## src/rtl/coulomb_pkg.sv

```systemverilog
package coulomb_pkg;
  localparam int DEF_DIV   = 1800;
  localparam int DEF_CUR_W = 16;
  localparam int DEF_ACC_W = 32;

  // width holding remainder (< div) plus one full-scale current sample
  function automatic int sum_bits(input int cur_w, input int div);
    return $clog2(div + (1 << cur_w));
  endfunction
endpackage

```

## src/rtl/charge_divider.sv

```systemverilog
module charge_divider
  import coulomb_pkg::*;
#(
  parameter int CUR_W = DEF_CUR_W,
  parameter int DIV   = DEF_DIV,
  localparam int SUM_W = sum_bits(CUR_W, DIV)
) (
  input  logic             clk_i,
  input  logic             rst_ni,
  input  logic             clr_i,
  input  logic             en_i,
  input  logic [CUR_W-1:0] cur_i,
  output logic [SUM_W-1:0] quot_o
);
  localparam int REM_W = $clog2(DIV);
  localparam logic [SUM_W-1:0] DIV_L = SUM_W'(DIV);

  logic [REM_W-1:0] rem_q;
  logic [SUM_W-1:0] sum;

  assign sum    = SUM_W'(rem_q) + SUM_W'(cur_i);
  assign quot_o = sum / DIV_L;

  always_ff @(posedge clk_i or negedge rst_ni) begin
    if (!rst_ni)     rem_q <= '0;
    else if (clr_i)  rem_q <= '0;
    else if (en_i)   rem_q <= REM_W'(sum % DIV_L);
  end


  rem_clr_chk: assert property (@(posedge clk_i) disable iff (!rst_ni)
    clr_i |=> rem_q == '0);

  rem_range_chk: assert property (@(posedge clk_i) disable iff (!rst_ni)
    en_i && !clr_i |=> rem_q < REM_W'(DIV));
endmodule

```

## src/rtl/sat_counter.sv

```systemverilog
module sat_counter #(
  parameter int W     = 32,
  parameter int INC_W = 1
) (
  input  logic             clk_i,
  input  logic             rst_ni,
  input  logic             clr_i,
  input  logic             en_i,
  input  logic [INC_W-1:0] inc_i,
  output logic [W-1:0]     val_o
);
  localparam int SW = ((W > INC_W) ? W : INC_W) + 1;
  localparam logic [SW-1:0] MAX_S = SW'({W{1'b1}});

  logic [W-1:0]  val_q;
  logic [SW-1:0] sum;

  assign sum   = SW'(val_q) + SW'(inc_i);
  assign val_o = val_q;

  always_ff @(posedge clk_i or negedge rst_ni) begin
    if (!rst_ni)     val_q <= '0;
    else if (clr_i)  val_q <= '0;
    else if (en_i)   val_q <= (sum > MAX_S) ? '1 : W'(sum);
  end


  clr_zero_chk: assert property (@(posedge clk_i) disable iff (!rst_ni)
    clr_i |=> val_o == '0);

  idle_hold_chk: assert property (@(posedge clk_i) disable iff (!rst_ni)
    !clr_i && !en_i |=> $stable(val_o));

  sat_hold_chk: assert property (@(posedge clk_i) disable iff (!rst_ni)
    en_i && !clr_i && (&val_o) |=> &val_o);

  grow_only_chk: assert property (@(posedge clk_i) disable iff (!rst_ni)
    !clr_i |=> val_o >= $past(val_o));
endmodule

```

## src/rtl/coulomb_acc.sv

```systemverilog
module coulomb_acc
  import coulomb_pkg::*;
#(
  parameter int CUR_W = DEF_CUR_W,
  parameter int ACC_W = DEF_ACC_W,
  parameter int DIV   = DEF_DIV
) (
  input  logic             clk_i,
  input  logic             rst_ni,
  input  logic             win_i,
  input  logic [CUR_W-1:0] cur_ma_i,
  input  logic             clr_i,
  output logic [ACC_W-1:0] charge_o,
  output logic [ACC_W-1:0] count_o
);
  localparam int SUM_W = sum_bits(CUR_W, DIV);

  logic             step;
  logic [SUM_W-1:0] quot;

  assign step = win_i & ~clr_i;

  charge_divider #(.CUR_W(CUR_W), .DIV(DIV)) u_div (
    .clk_i  (clk_i),
    .rst_ni (rst_ni),
    .clr_i  (clr_i),
    .en_i   (step),
    .cur_i  (cur_ma_i),
    .quot_o (quot)
  );

  sat_counter #(.W(ACC_W), .INC_W(SUM_W)) u_charge (
    .clk_i  (clk_i),
    .rst_ni (rst_ni),
    .clr_i  (clr_i),
    .en_i   (step),
    .inc_i  (quot),
    .val_o  (charge_o)
  );

  sat_counter #(.W(ACC_W), .INC_W(1)) u_count (
    .clk_i  (clk_i),
    .rst_ni (rst_ni),
    .clr_i  (clr_i),
    .en_i   (step),
    .inc_i  (1'b1),
    .val_o  (count_o)
  );


  count_step_chk: assert property (@(posedge clk_i) disable iff (!rst_ni)
    win_i && !clr_i && !(&count_o) |=> count_o == $past(count_o) + 1'b1);

  clr_wins_chk: assert property (@(posedge clk_i) disable iff (!rst_ni)
    win_i && clr_i |=> count_o == '0 && charge_o == '0);

  count_sat_chk: assert property (@(posedge clk_i) disable iff (!rst_ni)
    win_i && !clr_i && (&count_o) |=> &count_o);
endmodule

```

## config.mk

```make
export PLATFORM = sky130hd
export DESIGN_NAME = coulomb_acc
export DESIGN_NICKNAME = d
export VERILOG_FILES = /design/src/rtl/coulomb_pkg.sv /design/src/rtl/charge_divider.sv /design/src/rtl/sat_counter.sv /design/src/rtl/coulomb_acc.sv
export SDC_FILE = /design/constraint.sdc
export NUM_CORES = 1
export LEC_CHECK = 0
export BUFFER_PORTS_ARGS = -buffer_cell sky130_fd_sc_hd__buf_2
export CAP_MARGIN = 20
export CORE_ASPECT_RATIO = 0.5
export CORE_MARGIN = 2
export CORE_UTILIZATION = 54
export DETAILED_ROUTE_END_ITERATION = 6
export PLACE_DENSITY = 0.88
export SYNTH_ARGS = -nofsm -noshare
export SYNTH_HDL_FRONTEND = slang
export SYNTH_SLANG_ARGS = --single-unit
```

## constraint.sdc

```tcl
create_clock -name clk_i -period 9.07 [get_ports clk_i]
set_clock_uncertainty 0.05 [all_clocks]
set_input_delay 0.907 -clock clk_i [delete_from_list [all_inputs] [get_ports clk_i]]
set_output_delay 0.907 -clock clk_i [all_outputs]
set_load 0.005 [all_outputs]
```

==> reports/qor.csv <==
stage;metric;value;unit
run_status;outcome;finished, final reports clean;
cts;numCtsBuffers;9;
placement;place_hpwl;15.2;mm
detailed_routing;viasPerCell;6.77;
layout;drive_gt1_share;23.1;%
die;die_h;82.6;um
synth;post-synth-top-count-cell;nor2_1;
sta;timing.final.crit_share;97.3;%
synth;ys_seq_area_share;28.1;%
die;dieArea;0.0133;mm2
synth;yosysTopAreaCellShare;28.1;%
global_route;grt_pass1_wl;34.6;mm
synth;ys.flop_type;dfrtp_1;
layout;final_net_count;1023;
detailed_routing;antenna_left;0;
synth;synthArstFlopShare;100;%
placement;port_buffers;83;
die;rows;28;
sta;max-slew-margin-rel;29.0;%
global_route;grt-ovfl-total;0;
global_route;grt_max_degree;77;
sta;tightest_slew;1.07;ns
pwr;p_per_area;404;mW/mm2
placement;routabilityCongestion;1.00;
detailed_routing;dr.pass1.iters;6;
setup_path;reg2reg_depth;37;
synth;yosysTopAreaCell;dfrtp_1;
detailed_routing;via_count;7790;
sta;fin_crit;8.83;ns
cts;insertion_delay;0.34;ns
layout;seqCellArea;0.00188;mm2
pwr;ir_drop;263;uV
setup_path;setup.worst_path.class;in -> reg;
cts;root_buffer;clkbuf_16;
synth;yosys_warnings;0;
layout;syn2layout_area_growth;22.0;%
synth;ys_top_cells_by_count;96 x nor2_1, 87 x a21oi_1, 75 x dfrtp_1;
synth;synthCells;862;
synth;avgSynthCellArea;7.75;um2
cts;clk_pin_slew;0.06;ns
die;coreArea;0.0119;mm2
setup_path;crit_fanout;13;
setup_path;slowest_stage;or4_4;
synth;synthDistinctLibCells;85;
synth;ys_ff_latch;75;
cts;cts_tree;yes;
sta;report.final.slew_viol_count;0;
pwr;p_int;1.63;mW
sta;final.setup.tns;0;ns
pwr;leakage;3.51;nW
detailed_routing;wl;22.2;mm
global_route;antenna_found_initial;0;
pwr;clkPwrFrac;11.2;%
worst_hold_path;whs_path_depth;1;
setup_path;crit_path_start_kind;input pin;
sta;fmax;0.113;GHz
die;die_x;161;um
layout;final_area;0.00815;mm2
pwr;combPwrFrac;76.9;%
placement;postPlaceCellArea;0.00757;mm2
cts;cts_sinks;75;
run;maxCapViolations;0;
sta;setup_viol;0;
setup_path;critPathBufInv;6;
detailed_routing;wl_per_cell;19.3;um
synth;synth_nets;904;
layout;fill_cells;934;
global_route;first_global_vias;7225;
setup_path;arrival;9.00;ns
detailed_routing;drc;0;
pwr;power_frac_seq;11.9;%
cts;htreeDepth;3;
sta;hold_viol;0;
setup_path;crit_cells;38;
setup_path;crit_path_end_kind;register;
layout;num_antenna_cells;0;
cts;max-clock-path-buffers;2;
setup_path;cp.required;9.24;ns
synth;synth.area.top_cells;dfrtp_1 28%, a21oi_1 6.5%, nor2_1 5.4%;
die;initial_core_util;55.9;%
cts;cts-hold-fix-buffers;0;
setup_path;max_stage_delay;0.55;ns
detailed_routing;drt_iter0_markers;947;
synth;syn-cell-area;0.00668;mm2
setup_path;reg2reg_slack;0.53;ns
die;ios;84;
worst_hold_path;hp-class;reg -> reg;
layout;multiInputGateArea;0.00476;mm2
pwr;p_switching;1.65;mW
pwr;p_sw_share;50.3;%
global_route;grt_usage;31.6;%
setup_path;cpLargestDelayFamily;compound AO/OA/AOI/OAI gates;
synth;synth-edff-count;0;
-- power groups by stage --
stage	clock [mW]	combinational [mW]	sequential [mW]
detailed placement	0	2.23	0.396
finish	0.368	2.53	0.392
CTS	0.368	2.28	0.390
global placement	0	2.18	0.394
floorplan	0	1.49	0.386
global route	0.383	2.71	0.392
-- metal layers --
layer	GRT usage (%)	up-vias	share of wire, %
li1	-	3524	-
met1	39.9	3723	40
met2	54.0	458	48
met3	6.04	85	8.4
met4	14.4	0	3.8
met5	0	-	0
-- stage by stage --
stage / cells / setup WS [ns] / power (mW) / hold WS (ns) / util (%)
3_5_place_dp: 1130 / -0.278 / 2.62 / 0.463 / 63.4
3_3_place_gp: 1130 / 0.0444 / 2.58 / 0.455 / 63.4
4_1_cts: 1146 / 0.00466 / 3.04 / 0.473 / 66.2
5_1_grt: 1151 / -0.171 / 3.48 / 0.495 / 68.2
6_report: 1151 / 0.242 / 3.29 / 0.472 / 68.2
2_1_floorplan: 862 / 0.0241 / 1.87 / 0.433 / -
-- cell families (layout without fill, tap and decap cells) --
logic type / Yosys count / after routing / synth area share [%]
mux: 6 / 6 / 0.937
buf+inv: 66 / 190 / 4.01
other cells: 1 / 1 / 0.0561
flops: 75 / 75 / 28.1
fa+ha+maj: 23 / 23 / 4.50
xor+xnor: 32 / 32 / 4.20
simple gates: 357 / 357 / 26.5
compound gates: 302 / 302 / 31.7
-- final timing paths --
path	start	to
worst max-delay path	cur_ma_i[0]	u_charge.val_o[16]
worst min-delay path	u_count.val_o[28]	u_count.val_o[28]
worst max register to register	u_div.rem_q[0]	u_charge.val_o[16]
worst min register to register	u_count.val_o[28]	u_count.val_o[28]
max in group asynchronous	rst_ni	u_div.rem_q[10]
min in group asynchronous	rst_ni	u_charge.val_o[24]
-- worst reg2reg max path: cells and delay by family (launching register included) --
family	cells	cell delay, ns
AOI/OAI and AO/OA	17	3.36
and+or+nand+nor	11	2.88
adders and majority gates	4	1.19
buffers and inverters	5	0.56
DFF	1	0.35
-- layout make-up --
class,instances,share of cell area (%)
clock buffers,10,2.93
multi-input cells,721,58.5
clock inverters,6,0.783
inverters,29,1.34
well taps,165,2.53
flip-flops and latches,75,23.0
repair buffers,145,10.9
-- cell usage in the layout (no fill, tap or decap), types with 26 or more instances in the layout --
cell type / instances
a311oi_1: 36
a211oi_1: 28
a21oi_1: 82
nor3_1: 32
nand3_1: 55
inv_1: 26
nand2_1: 69
nor2_1: 96
dfrtp_1: 75
buf_4: 62
o21ai_0: 30
buf_2: 82
-- registers in the layout, summed over array words and instances (netlist names) --
name,cells
u_div.rem_q,11
u_count.val_o,32
u_charge.val_o,32
-- timing repair --
action / in CTS / in global routing
endpoints found under the setup margin: 13 / 32
pin swaps: 0 / 16
buffers inserted: 0 / 5
gates resized for setup: 6 / 40
(Power assumes the default switching activity.)
